[config.mk]
export PLATFORM = sky130hd
export DESIGN_NAME = bank_stripe_writer
export DESIGN_NICKNAME = d
export VERILOG_FILES = /design/src/rtl/stripe_pkg.sv /design/src/rtl/stripe_ctrl.sv /design/src/rtl/stripe_addr_gen.sv /design/src/rtl/stripe_bank_ports.sv /design/src/rtl/bank_stripe_writer.sv
export SDC_FILE = /design/constraint.sdc
export NUM_CORES = 1
export LEC_CHECK = 0
export BUFFER_PORTS_ARGS = -buffer_cell sky130_fd_sc_hd__buf_2
export CAP_MARGIN = 20
export CELL_PAD_IN_SITES_DETAIL_PLACEMENT = 1
export CELL_PAD_IN_SITES_GLOBAL_PLACEMENT = 1
export CORE_MARGIN = 2
export CORE_UTILIZATION = 36
export DETAILED_ROUTE_END_ITERATION = 8
export PLACE_DENSITY_LB_ADDON = 0.3
export SETUP_SLACK_MARGIN = 0.15
export SYNTH_ARGS = -nofsm -noshare
export SYNTH_HDL_FRONTEND = slang
export SYNTH_SLANG_ARGS = --single-unit
[constraint.sdc]
create_clock -name clk -period 2.43 [get_ports clk]
set_clock_uncertainty 0.1 [all_clocks]
set_input_delay 0.1215 -clock clk [delete_from_list [all_inputs] [get_ports clk]]
set_output_delay 0.1215 -clock clk [all_outputs]
set_load 0.02 [all_outputs]
[src/rtl/stripe_pkg.sv]
package stripe_pkg;

   typedef enum logic [1:0] {
      ST_IDLE = 2'd0,
      ST_RUN  = 2'd1,
      ST_FIN  = 2'd2
   } stripe_state_e;

   typedef enum logic {
      LAY_CONCAT = 1'b0,
      LAY_ROTATE = 1'b1
   } stripe_layout_e;

endpackage

[src/rtl/stripe_ctrl.sv]
module stripe_ctrl
   import stripe_pkg::*;
#(
   parameter int DATA_W = 32,
   parameter int LEN_W  = 12,
   parameter int GW     = 6
) (
   input  logic                 clk,
   input  logic                 rst_n,
   input  logic                 cmd_valid,
   input  logic                 cmd_interleave,
   input  logic [GW-1:0]        cmd_offset,
   input  logic [LEN_W-1:0]     cmd_bytes,
   input  logic                 in_valid,
   output logic                 cmd_ready,
   output logic                 in_ready,
   output logic                 beat,
   output logic [GW-1:0]        word_idx,
   output stripe_layout_e       layout,
   output logic [GW-1:0]        base_off,
   output logic                 done
);

   localparam int BPW = DATA_W / 8;
   localparam int BSH = $clog2(BPW);

   stripe_state_e      state_q;
   logic [LEN_W-1:0]   idx_q;
   logic [LEN_W-1:0]   total_q;
   logic [LEN_W:0]     byte_sum;
   logic [LEN_W-1:0]   words_req;
   logic               last_beat;
   logic               done_q;

   // round the byte count up to whole words
   always_comb begin
      byte_sum  = {1'b0, cmd_bytes} + (LEN_W+1)'(BPW - 1);
      words_req = LEN_W'(byte_sum >> BSH);
   end

   assign cmd_ready = (state_q == ST_IDLE);
   assign in_ready  = (state_q == ST_RUN);
   assign beat      = in_ready && in_valid;
   assign last_beat = (idx_q == total_q - 1'b1);
   assign word_idx  = idx_q[GW-1:0];
   assign done      = done_q;

   always_ff @(posedge clk) begin
      if (!rst_n) begin
         state_q  <= ST_IDLE;
         idx_q    <= '0;
         total_q  <= '0;
         layout   <= LAY_CONCAT;
         base_off <= '0;
         done_q   <= 1'b0;
      end else begin
         done_q <= (state_q == ST_FIN);
         unique case (state_q)
            ST_IDLE: begin
               if (cmd_valid) begin
                  layout   <= cmd_interleave ? LAY_ROTATE : LAY_CONCAT;
                  base_off <= cmd_offset;
                  total_q  <= words_req;
                  idx_q    <= '0;
                  state_q  <= (words_req == '0) ? ST_FIN : ST_RUN;
               end
            end
            ST_RUN: begin
               if (in_valid) begin
                  idx_q <= idx_q + 1'b1;
                  if (last_beat) state_q <= ST_FIN;
               end
            end
            ST_FIN:  state_q <= ST_IDLE;
            default: state_q <= ST_IDLE;
         endcase
      end
   end

   AST_IDX_BOUND: assert property (@(posedge clk) disable iff (!rst_n)
      in_ready |-> (idx_q < total_q));

   AST_NO_CMD_BUSY: assert property (@(posedge clk) disable iff (!rst_n)
      in_ready |-> !cmd_ready);

   AST_DONE_PULSE: assert property (@(posedge clk) disable iff (!rst_n)
      done |=> !done);

endmodule

[src/rtl/stripe_addr_gen.sv]
module stripe_addr_gen
   import stripe_pkg::*;
#(
   parameter int NUM_BANKS  = 4,
   parameter int BANK_DEPTH = 16
) (
   input  stripe_layout_e                                   layout,
   input  logic [$clog2(NUM_BANKS*BANK_DEPTH)-1:0]          base_off,
   input  logic [$clog2(NUM_BANKS*BANK_DEPTH)-1:0]          word_idx,
   output logic [$clog2(NUM_BANKS)-1:0]                     bank_sel,
   output logic [$clog2(BANK_DEPTH)-1:0]                    local_addr
);

   localparam int BW = $clog2(NUM_BANKS);
   localparam int AW = $clog2(BANK_DEPTH);
   localparam int GW = BW + AW;

   logic [GW-1:0] flat_idx;
   logic [AW-1:0] rot_addr;

   // both bank count and depth are powers of two: div and mod are slices
   always_comb begin
      flat_idx = base_off + word_idx;
      rot_addr = base_off[AW-1:0] + word_idx[GW-1:BW];
      if (layout == LAY_ROTATE) begin
         bank_sel   = word_idx[BW-1:0];
         local_addr = rot_addr;
      end else begin
         bank_sel   = flat_idx[GW-1:AW];
         local_addr = flat_idx[AW-1:0];
      end
   end

endmodule

[src/rtl/stripe_bank_ports.sv]
module stripe_bank_ports #(
   parameter int NUM_BANKS = 4,
   parameter int AW        = 4,
   parameter int DATA_W    = 32
) (
   input  logic                          clk,
   input  logic                          rst_n,
   input  logic                          fire,
   input  logic [$clog2(NUM_BANKS)-1:0]  bank_sel,
   input  logic [AW-1:0]                 local_addr,
   input  logic [DATA_W-1:0]             wdata,
   output logic [NUM_BANKS-1:0]          bank_we,
   output logic [NUM_BANKS*AW-1:0]       bank_addr,
   output logic [NUM_BANKS*DATA_W-1:0]   bank_wdata
);

   for (genvar b = 0; b < NUM_BANKS; b++) begin : g_bank
      logic hit;
      assign hit = fire && (bank_sel == b[$clog2(NUM_BANKS)-1:0]);

      always_ff @(posedge clk) begin
         if (!rst_n) begin
            bank_we[b]                    <= 1'b0;
            bank_addr[b*AW +: AW]         <= '0;
            bank_wdata[b*DATA_W +: DATA_W] <= '0;
         end else begin
            bank_we[b] <= hit;
            if (hit) begin
               bank_addr[b*AW +: AW]          <= local_addr;
               bank_wdata[b*DATA_W +: DATA_W] <= wdata;
            end
         end
      end
   end

endmodule

[src/rtl/bank_stripe_writer.sv]
module bank_stripe_writer
   import stripe_pkg::*;
#(
   parameter int DATA_W     = 32,
   parameter int NUM_BANKS  = 4,
   parameter int BANK_DEPTH = 16,
   parameter int LEN_W      = 12
) (
   input  logic                                            clk,
   input  logic                                            rst_n,
   input  logic                                            cmd_valid,
   output logic                                            cmd_ready,
   input  logic                                            cmd_interleave,
   input  logic [$clog2(NUM_BANKS*BANK_DEPTH)-1:0]         cmd_offset,
   input  logic [LEN_W-1:0]                                cmd_bytes,
   input  logic                                            in_valid,
   output logic                                            in_ready,
   input  logic [DATA_W-1:0]                               in_data,
   output logic [NUM_BANKS-1:0]                            bank_we,
   output logic [NUM_BANKS*$clog2(BANK_DEPTH)-1:0]         bank_addr,
   output logic [NUM_BANKS*DATA_W-1:0]                     bank_wdata,
   output logic                                            done
);

   localparam int BW = $clog2(NUM_BANKS);
   localparam int AW = $clog2(BANK_DEPTH);
   localparam int GW = BW + AW;

   if (NUM_BANKS < 2 || (1 << BW) != NUM_BANKS) begin : g_chk_banks
      $error("NUM_BANKS must be a power of two of at least 2");
   end
   if (BANK_DEPTH < 2 || (1 << AW) != BANK_DEPTH) begin : g_chk_depth
      $error("BANK_DEPTH must be a power of two of at least 2");
   end
   if (DATA_W < 16 || (DATA_W % 8) != 0 || (1 << $clog2(DATA_W/8)) != DATA_W/8) begin : g_chk_width
      $error("DATA_W must be a power-of-two byte count of at least two bytes");
   end
   if (LEN_W < GW) begin : g_chk_len
      $error("LEN_W must cover the global index width");
   end

   logic              beat;
   logic [GW-1:0]     word_idx;
   logic [GW-1:0]     base_off;
   stripe_layout_e    layout;
   logic [BW-1:0]     bank_sel;
   logic [AW-1:0]     local_addr;

   stripe_ctrl #(
      .DATA_W (DATA_W),
      .LEN_W  (LEN_W),
      .GW     (GW)
   ) u_ctrl (
      .clk            (clk),
      .rst_n          (rst_n),
      .cmd_valid      (cmd_valid),
      .cmd_interleave (cmd_interleave),
      .cmd_offset     (cmd_offset),
      .cmd_bytes      (cmd_bytes),
      .in_valid       (in_valid),
      .cmd_ready      (cmd_ready),
      .in_ready       (in_ready),
      .beat           (beat),
      .word_idx       (word_idx),
      .layout         (layout),
      .base_off       (base_off),
      .done           (done)
   );

   stripe_addr_gen #(
      .NUM_BANKS  (NUM_BANKS),
      .BANK_DEPTH (BANK_DEPTH)
   ) u_addr (
      .layout     (layout),
      .base_off   (base_off),
      .word_idx   (word_idx),
      .bank_sel   (bank_sel),
      .local_addr (local_addr)
   );

   stripe_bank_ports #(
      .NUM_BANKS (NUM_BANKS),
      .AW        (AW),
      .DATA_W    (DATA_W)
   ) u_ports (
      .clk        (clk),
      .rst_n      (rst_n),
      .fire       (beat),
      .bank_sel   (bank_sel),
      .local_addr (local_addr),
      .wdata      (in_data),
      .bank_we    (bank_we),
      .bank_addr  (bank_addr),
      .bank_wdata (bank_wdata)
   );

   AST_ONE_STROBE: assert property (@(posedge clk) disable iff (!rst_n)
      $onehot0(bank_we));

   AST_STROBE_FROM_BEAT: assert property (@(posedge clk) disable iff (!rst_n)
      (|bank_we) |-> $past(beat));

   AST_DONE_IDLE: assert property (@(posedge clk) disable iff (!rst_n)
      done |-> cmd_ready);

   AST_IDLE_NO_WRITE: assert property (@(posedge clk) disable iff (!rst_n)
      (!in_ready && !done) |=> !(|bank_we));

endmodule

======== Word-level counts from Yosys, hierarchy flattened ========
Index checks and enable logic that the tools add are counted.
cells by class
  muxes and demuxes ....................... 11
  add/sub/neg operators ................... 5
  eq/ne operators ......................... 9
  reductions and logical operators ........ 12
operators by type and width
  kind                                                 number
  two-way mux 12 bit                                   2
  one-hot mux 12 bit (2 select lines)                  1
  adder 12 x 2 -> 13 bit, second input constant        1
  adder 12 x 1 -> 12 bit, second input constant        1
  equality test 12 bit                                 1
  logical NOT 12 bit                                   1
  subtractor 11 x 1 -> 12 bit, second input constant   1
  two-way mux 2 bit                                    5
  adder 6 bit                                          1
  equality test 2 bit, second input constant           3
  != test 2 bit, second input constant                 3
  AND reduction 3 bit                                  2
  logical AND 1 bit                                    5
  adder 4 bit                                          1
  equality test 2 x 1 -> 1 bit, second input constant  2
  logical NOT 2 bit                                    2
  two-way mux 4 bit                                    1
  one-hot mux 2 bit (2 select lines)                   1
  AND reduction 2 bit                                  1
  nonzero test 2 bit                                   1
  two-way mux 1 bit                                    1
word-level totals
  output and inout bits ................... 151
  logic and storage cells ................. 55
  register bits after elaboration ......... 181

======== Depth between registers and ports, before layout ========
Gate-level depths: netlist of the first run.
  word-level depth ........................ 5
  gate-level depth with buffers ........... 11

======== Modules after synthesis ========
From an unflattened synthesis of the first run, not the netlist that was laid out.
second synthesis, totals
  cells, all modules ...................... 803
  area total of the unflattened synthesis .. 7775.0 µm²
by module, submodules not included
  module             area each (µm²)  cells an instance  times used  sequential area each (µm²)
  stripe_bank_ports  5467.7           519                1           2962.8
  stripe_ctrl        1936.9           237                1           660.6
  stripe_addr_gen    370.4            47                 1           0.0

======== Worst setup path before layout of the first run ========
No wires, ideal clock.
  path kind ............................... register to register
  start ................................... register u_ctrl.idx_q[0]
  end ..................................... register u_ports.bank_wdata[57]
  setup slack ............................. -0.188 ns
  buffers on the path ..................... 2
  stages on the path, launching flop included .. 12
  arrival ................................. 2.402 ns
  library setup time ...................... 0.116 ns
  cells stage by stage .................... dfxtp_1 > ha_1 > inv_1 > fa_1 > nor2b_1 > o21a_1 > o211ai_1 > o211ai_1 > buf_2 > buf_2 > mux2i_1 > nor2b_1
on the way
  word-level cells in the longest chain between the ends .. 4
RTL lines
  item                              line                     text
  start: declaration                stripe_ctrl.sv:28        logic [LEN_W-1:0] idx_q;
  start signal: assignment          stripe_ctrl.sv:70        idx_q <= idx_q + 1'b1;
  adder 6 bit                       stripe_addr_gen.sv:23    flat_idx = base_off + word_idx;
  two-way mux 2 bit (*)             stripe_addr_gen.sv:25    if (layout == LAY_ROTATE) begin
  equality test 2 x 1 -> 1 bit (*)  stripe_bank_ports.sv:19  assign hit = fire && (bank_sel == b[$clog2(NUM_BANKS)-1:0]);
  logical AND 1 bit (*)             stripe_bank_ports.sv:19
  end signal: indexed assignment    stripe_bank_ports.sv:30  bank_wdata[b*DATA_W +: DATA_W] <= wdata;
  end: declaration                  stripe_bank_ports.sv:14  output logic [NUM_BANKS*DATA_W-1:0] bank_wdata
Mark *: on every way between the ends. The rest lies on a longest branch, timed or not.
A chain may end at the register's enable or synchronous reset.

======== Final worst setup path of the first run ========
  start ................................... register u_ctrl.base_off[0]
  end ..................................... register u_ports.bank_wdata[59]
on the way
  word-level cells in the longest chain between the ends .. 4
RTL lines
  item                          line                     text
  start: declaration            stripe_ctrl.sv:20        output logic [GW-1:0] base_off,
  start signal: assignment      stripe_ctrl.sv:62        base_off <= cmd_offset;
  adder 6 bit                   stripe_addr_gen.sv:23
  two-way mux 2 bit             stripe_addr_gen.sv:25
  equality test 2 x 1 -> 1 bit  stripe_bank_ports.sv:19
  logical AND 1 bit             stripe_bank_ports.sv:19
Every way passes these cells.

==> results by group, run 1 <==
Route
  – DR top layer: met4
  – DRC Markers: 0
  – Antenna-violating nets left: 0
  – Drt pass-1 iters: 4
  – Initial DRC Count: 168
  – Met1 wire length: 10,700 um
  – Post-Route WL: ~24,000 um
  – Mean routed wirelength per cell: 18.2 um
  – Routed wire length on met2: 11,700 um
  – Via count: 6,505
  – Routed wl met3: 1480 um
  – DR vias/cell: between 4 and 5

STA
  – Crit share post-route: 1.07
  – RSZ-0062 raised after global routing: yes
  – Worst-margin pin slew: 0.626 ns
  – Final Hold Viols: 0
  – Hold_ws: approximately 0.016 ns
  – Max Freq: just under 400 MHz
  – Setup ws final: -0.165 ns
  – Final setup violating endpoints: 66
  – Slew Viols, Final: 0
  – Fin crit period: 2.60 ns
  – Slew margin rel.: 0.571

Critical path
  – Startpoint types: register
  – Cells along the critical path: ha_4 -> inv_2 -> fa_2 -> nor2b_2 -> o211ai_1 -> buf_4 -> o211ai_1 -> o211ai_1 -> buf_4 -> buf_12 -> buf_12 -> mux2i_2 -> nor2b_1
  – Crit path top cell by count: o211ai_1
  – Critical-path top delay cell: dfxtp_4
  – Crit end category: register
  – Internal reg-to-reg setup slack: -0.17 ns
  – R2R cell count: 13
  – RR Endpoint: u_ports.bank_wdata[59]
  – CP arrival: between 2 and 3 ns
  – Crit path kind: reg2reg
  – Reg2Reg Launch Point: u_ctrl.base_off[0]
  – Worst EP required: between 2 and 3 ns
  – Crit Path Max Fanout: 5
  – CP peak stage delay: about 0.37 ns

Pwr
  – VDD IR-drop max: around 0.38 mV
  – Cell area power density: roughly 600 nW/um^2
  – Power consumption: 6580 uW
  – LEAKAGE: 0.00504 uW

Floorplanning
  – Initial Utilization: 0.369
  – Row Count: 53
  – Die height: 151 um
  – Die area: about 23,000 sq um
  – Top Ports: 206
  – Core Region: 21,200 sq um
  – Die X-Extent: 151 um

Layout
  – Post-layout net count: 1,120
  – Number of fill cells in the layout: approximately 2,300
  – Ant diodes: 0
  – Most common cell after layout, fill and taps aside: buf_2
  – Multi-input gate area: 4210 sq um
  – Area delta synth->final: 43.1%
  – Sequential cell area: 3640 sq um
  – Share of post-route cells with drive strength above 1: 0.341
  – Commonest non-fill, non-tap cells in the layout: 204 x buf_2, 172 x dfxtp_1, 136 x nor2b_1

Run
  – Number of max-cap violations: 0

Logic synthesis
  – Prevailing post-synth register cell: dfxtp_1
  – Number of synthesized flops with an enable pin: 0
  – Async SR Flop Fraction: 0
  – Cell count after synthesis: ~760
  – Post-Syn Nets: just over 800
  – Yosys warning count: 0
  – Yosys cell types: 52
  – Post-Syn Area: 7810 sq um
  – Synthesized area per cell: 10.2 sq um
  – Sequential cell area fraction in the yosys report: 0.464
  – Yosys reg bits: 181

Clock network
  – Root Buffer Master: clkbuf_16
  – CTS tree: yes
  – Clk Latency, worst-skew pair: 0.43 ns
  – Clk pin slew, worst setup/hold paths: 0.07 ns
  – Max clock buf depth: 2
  – H-tree levels: 4
  – Sink count of the clock tree: 181
  – TritonCTS Buffers: 17

Global routing
  – GRT overflow: 0
  – Total GRT Usage: 0.210
  – Number of global-route vias before repair: slightly below 7,000
  – First-pass GRT wire length: 36,800 um
  – Initial antenna violation count: 0
  – Pin count of the biggest net entering global routing: 64

Worst hold path
  – Hold endpoint: u_ctrl.total_q[10]
  – WHS Path Cells: 4
  – Min-Delay Path Class: in2reg
  – Hold_sp: cmd_bytes[11]

Placement
  – DP HPWL: 15,500 um
  – Setup WS pre-CTS: -0.209 ns
  – Routability Congestion: 0.798
  – Port bufs: about 210

Status
  – Status: finished with violations
  – Failing checks: setup timing
==> cell type report <==
| type | count | share of cell area |
|---|---|---|
| inverter | 11 | 0.00369 |
| tap | 275 | 0.0308 |
| sequential | 181 | 0.326 |
| clock buffer | 18 | 0.0384 |
| timing repair buffer | 318 | 0.212 |
| clock inverter | 14 | 0.0123 |
| multi-input combinational | 524 | 0.377 |
==> logic make-up (layout without fill, tap and decap cells) <==
logic type      count (synthesis)  count (layout)  synth area share
flops                         181             181             0.464
mux                           143             143             0.183
fa+ha+maj                      12              12            0.0211
compound gates                 73              73            0.0668
simple gates                  261             261             0.191
xor+xnor                       35              35            0.0392
buf+inv                        58             361            0.0349
==> metal layers <==
layer	track usage	vias up
met5	0	-
met3	0.0654	35
met2	0.352	157
li1	-	3203
met1	0.254	3110
met4	0.0710	0
==> Yosys cell counts, drive strengths merged (3+ instances only) <==
| cell | count | area share |
|---|---|---|
| dfxtp | 181 | 0.46 |
| mux2i | 142 | 0.18 |
| nor2b | 137 | 0.11 |
| nand2 | 44 | 0.021 |
| clkbuf | 27 | 0.013 |
| nor2 | 22 | 0.011 |
| xnor2 | 22 | 0.025 |
| buf | 20 | 0.017 |
| o21ai | 18 | 0.012 |
| nand3 | 15 | 0.0096 |
| xor2 | 13 | 0.015 |
| a21oi | 11 | 0.0070 |
| inv | 11 | 0.0053 |
| a21boi | 10 | 0.0096 |
| ha | 10 | 0.016 |
| o211a | 10 | 0.013 |
| nor4 | 8 | 0.0072 |
| or3 | 8 | 0.0064 |
| nor3 | 6 | 0.0045 |
| o211ai | 6 | 0.0058 |
| and3 | 3 | 0.0024 |
| nor4b | 3 | 0.0042 |
| or3b | 3 | 0.0034 |
| or4 | 3 | 0.0034 |
==> how the worst max path moves through the flow <==
stage | slack, ns | to | startpoint | cells past startpoint
2_1_floorplan | 0.04 | u_ports.bank_wdata[89] | u_ctrl.idx_q[0] | 11
3_3_place_gp | -0.16 | u_ports.bank_wdata[109] | u_ctrl.base_off[1] | 9
3_5_place_dp | -0.21 | u_ports.bank_wdata[109] | u_ctrl.base_off[1] | 9
4_1_cts | -0.04 | u_ports.bank_wdata[109] | u_ctrl.base_off[0] | 11
5_1_grt | -0.24 | u_ports.bank_wdata[59] | u_ctrl.base_off[0] | 13
6_report | -0.17 | u_ports.bank_wdata[59] | u_ctrl.base_off[0] | 13
==> flip-flops by register name (all words and copies together) (netlist names) <==
register,flops
u_ports.bank_we,4
u_ports.bank_wdata,128
u_ctrl.total_q,11
u_ports.bank_addr,16
u_ctrl.layout,1
u_ctrl.state_q,2
u_ctrl.idx_q,12
u_ctrl.done,1
u_ctrl.base_off,6
==> per-stage QoR <==
stage	setup TNS (ns)	area (sq um)	instances	util
3_3_place_gp	-6.41	9410	1234	0.445
2_1_floorplan	0	7910	763	-
6_report	-3.95	11200	1341	0.529
5_1_grt	-15.30	11200	1341	0.529
3_5_place_dp	-10.15	9410	1234	0.445
4_1_cts	-0.513	10900	1328	0.513
==> what timing repair did <==
item                       4_1_cts  5_1_grt
gates cloned                     8        4
resized for setup               46       48
hold buffers                    44        0
setup buffers                   10        9
setup endpoints to repair      147      148
pin swaps                       10       15
hold endpoints to repair       140        0
==> power by group <==
group / total [uW] / switching [uW] / internal [uW]
clock network: 2690 / 1330 / 1360
logic: 815 / 423 / 392
registers: 3080 / 54.8 / 3020
total: 6580 / 1810 / 4770
==> critical path, delay by kind of cell (launching register included) <==
| kind | cells | cell delay (ns) |
|---|---|---|
| muxes | 1 | 0.20 |
| adders and majority gates | 2 | 0.48 |
| buffers and inverters | 5 | 0.68 |
| and+or+nand+nor | 2 | 0.23 |
| AOI/OAI and AO/OA | 3 | 0.43 |
| DFF | 1 | 0.37 |
(Power assumes the default switching activity.)
==> run 2, diff against run 1 <==
==> constraint.sdc (replaced) <==
create_clock -name clk -period 2.43 [get_ports clk]
set_clock_uncertainty 0.1 [all_clocks]
set_input_delay 0.243 -clock clk [delete_from_list [all_inputs] [get_ports clk]]
set_output_delay 0.243 -clock clk [all_outputs]
set_load 0.02 [all_outputs]
==> results by group, run 2 (synthesis gave the netlist of run 1 again) <==
Critical path
  – RR Endpoint: u_ports.bank_wdata[89]
  – Cells along the critical path: ha_4 -> a211oi_2 -> o21bai_2 -> mux2i_4 -> buf_4 -> nor4_4 -> buf_6 -> clkbuf_16 -> mux2i_1 -> nor2b_1
  – Worst EP required: 2.65 ns (about the same)
  – Startpoint types: register
  – Crit path max-delay family: buffers and inverters
  – CP peak stage delay: 0.38 ns (about the same)
  – Crit path kind: reg2reg
  – Reg2Reg Launch Point: u_ctrl.idx_q[1]
  – Crit Path Max Fanout: 6 (+1)
  – Critical-path top delay cell: dfxtp_2
  – Crit path depth: 10 (-3)
  – CP Launch Point: u_ctrl.idx_q[1]
  – Worst Path Buf+Inv: 3 (-2)
  – R2R cell count: 10 (-3)
  – Internal reg-to-reg setup slack: -0.1 ns (+0.07 ns)
  – CP arrival: 2.74 ns (-0.08 ns)
  – Crit end category: register

Clock network
  – CTS tree: yes
  – Clk Latency, worst-skew pair: 0.43 ns (about the same)
  – Max clock buf depth: 2 (unchanged)
  – H-tree levels: 4 (unchanged)
  – Sink count of the clock tree: 181 (unchanged)
  – Clk pin slew, worst setup/hold paths: 0.08 ns (about the same)
  – TritonCTS Buffers: 17 (unchanged)
  – Root Buffer Master: clkbuf_16

Run
  – Number of max-cap violations: 0 (unchanged)

Floorplanning
  – Die area: 22,900 sq um (unchanged)
  – Row Count: 53 (unchanged)
  – Initial Utilization: 0.369 (unchanged)
  – Core Region: 21,200 sq um (unchanged)
  – Die height: 151 um (unchanged)
  – Top Ports: 206 (unchanged)
  – Die X-Extent: 151 um (unchanged)

STA
  – Setup ws final: -0.0951 ns (+0.0702 ns)
  – Slew Viols, Final: 0 (unchanged)
  – Fin crit period: 2.53 ns (-0.0702 ns)
  – Max Freq: 396 MHz (+2.8%)
  – Worst-margin pin slew: 0.556 ns (-0.0700 ns)
  – Crit share post-route: 1.04 (-0.0289)
  – Final setup violating endpoints: 70 (+6.1%)
  – Slew margin rel.: 0.619 (+0.0480)
  – RSZ-0062 raised after global routing: yes
  – Hold_ws: 0.0275 ns (+0.0118 ns)
  – Final Hold Viols: 0 (unchanged)

Global routing
  – Total GRT Usage: 0.212 (+0.00226)
  – Initial antenna violation count: 0 (unchanged)
  – Number of global-route vias before repair: 6,819 (-0.42%)
  – GRT overflow: 0 (unchanged)
  – Pin count of the biggest net entering global routing: 66 (+3.1%)
  – First-pass GRT wire length: 37,200 um (+1.0%)

Route
  – Via count: 6,497 (-0.12%)
  – Mean routed wirelength per cell: 19.1 um (+5.0%)
  – Post-Route WL: 25,200 um (+3.2%)
  – Antenna-violating nets left: 0 (unchanged)
  – Drt pass-1 iters: 4 (unchanged)
  – DR vias/cell: 4.93 (+1.6%)
  – DRC Markers: 0 (unchanged)
  – Initial DRC Count: 158 (-6.0%)

Worst hold path
  – Hold_sp: in_data[6]
  – Hold endpoint: u_ports.bank_wdata[102]
  – WHS Path Cells: 3 (-1)
  – Min-Delay Path Class: in2reg

Pwr
  – Cell area power density: 599 nW/um^2 (+1.8%)
  – LEAKAGE: 0.00496 uW (-1.5%)
  – VDD IR-drop max: 0.442 mV (+17%)

Layout
  – Number of fill cells in the layout: 2,359 (+0.60%)
  – Fin util: 0.520 (-0.00834)
  – Share of post-route cells with drive strength above 1: 0.361 (+0.0209)
  – Post-layout net count: 1,097 (-2.1%)
  – Commonest non-fill, non-tap cells in the layout: 204 x buf_2, 171 x dfxtp_1, 135 x nor2b_1
  – Max reg flops: 128 (unchanged)
  – Ant diodes: 0 (unchanged)
  – Most common cell after layout, fill and taps aside: buf_2
  – Register with the highest flop count: u_ports.bank_wdata
  – Area delta synth->final: 40.9%
  – Top flop regs: u_ports.bank_wdata (128), u_ports.bank_addr (16), u_ctrl.idx_q (12)

Placement
  – Routability Congestion: 0.847 (+6.2%)
  – DP HPWL: 16,000 um (+3.4%)
  – Port bufs: 205 (unchanged)

Status
  – Status: finished with violations
  – Failing checks: setup timing
-- run 2: cell count changes in the layout (fill, tap and decap cells not counted), sizes merged --
cell         previous run  this run
clkinvlp                1         3
dlygate4sd3            44         7
buf                   271       282
clkinv                  6         4
clkbuf                 21        24
-- run 2: worst reg2reg max path: stages, from the launching register on --
cell and delay, ns:
dfxtp_2 0.38, ha_4 0.22, a211oi_2 0.24, o21bai_2 0.12
mux2i_4 0.21, buf_4 0.16, nor4_4 0.27, buf_6 0.22
clkbuf_16 0.18, mux2i_1 0.23, nor2b_1 0.08
-- run 2: power breakdown --
part	switching (uW)	leakage (uW)	internal, uW	total, uW
Combinational	427	0.00322	375	802
Clock	1350	0.000270	1370	2720
Sequential	57.8	0.00147	3020	3080
Total	1840	0.00496	4760	6600
-- run 2: routing by layer --
metal | global-route usage | part of all wire
met4 | 0.0537 | 0.011
met1 | 0.256 | 0.44
met5 | 0 | 0
met3 | 0.0587 | 0.058
met2 | 0.372 | 0.49
-- run 2: stage by stage --
step	setup WS [ns]	std cells	total power, uW	cell area [sq um]	setup TNS (ns)
after global routing	-0.192	1318	6840	11000	-12.71
after floorplan	0.0365	763	3550	7910	0
after global placement	-0.0403	1238	3790	9430	-0.774
after detailed placement	-0.130	1238	3810	9430	-7.20
final	-0.0951	1318	6600	11000	-2.21
after CTS	-0.0438	1306	6600	10700	-0.541
-- run 2: worst max-delay path by stage --
stage                                    to  slack (ns)
floorplan            u_ports.bank_wdata[89]        0.04
global placement     u_ports.bank_wdata[64]       -0.04
detailed placement   u_ports.bank_wdata[17]       -0.13
CTS                 u_ports.bank_wdata[103]       -0.04
global route        u_ports.bank_wdata[106]       -0.19
finish               u_ports.bank_wdata[89]        -0.1
-- run 2: layout make-up --
cell class | count | area (sq um) | share of cell area
multi-input combinational | 524 | 4190 | 0.380
sequential | 181 | 3650 | 0.331
clock buffer | 18 | 429 | 0.0390
tap | 275 | 344 | 0.0313
timing repair buffer | 295 | 2220 | 0.202
inverter | 11 | 41.3 | 0.00375
clock inverter | 14 | 139 | 0.0126
-- run 2: repair_timing --
item | in CTS | in global routing
setup endpoints to repair | 146 | 149
setup buffers | 18 | 7
cloned | 11 | 5
gates resized for setup | 58 | 33
hold endpoints to repair | 7 | 0
hold buffers | 7 | 0
pin swaps | 15 | 15
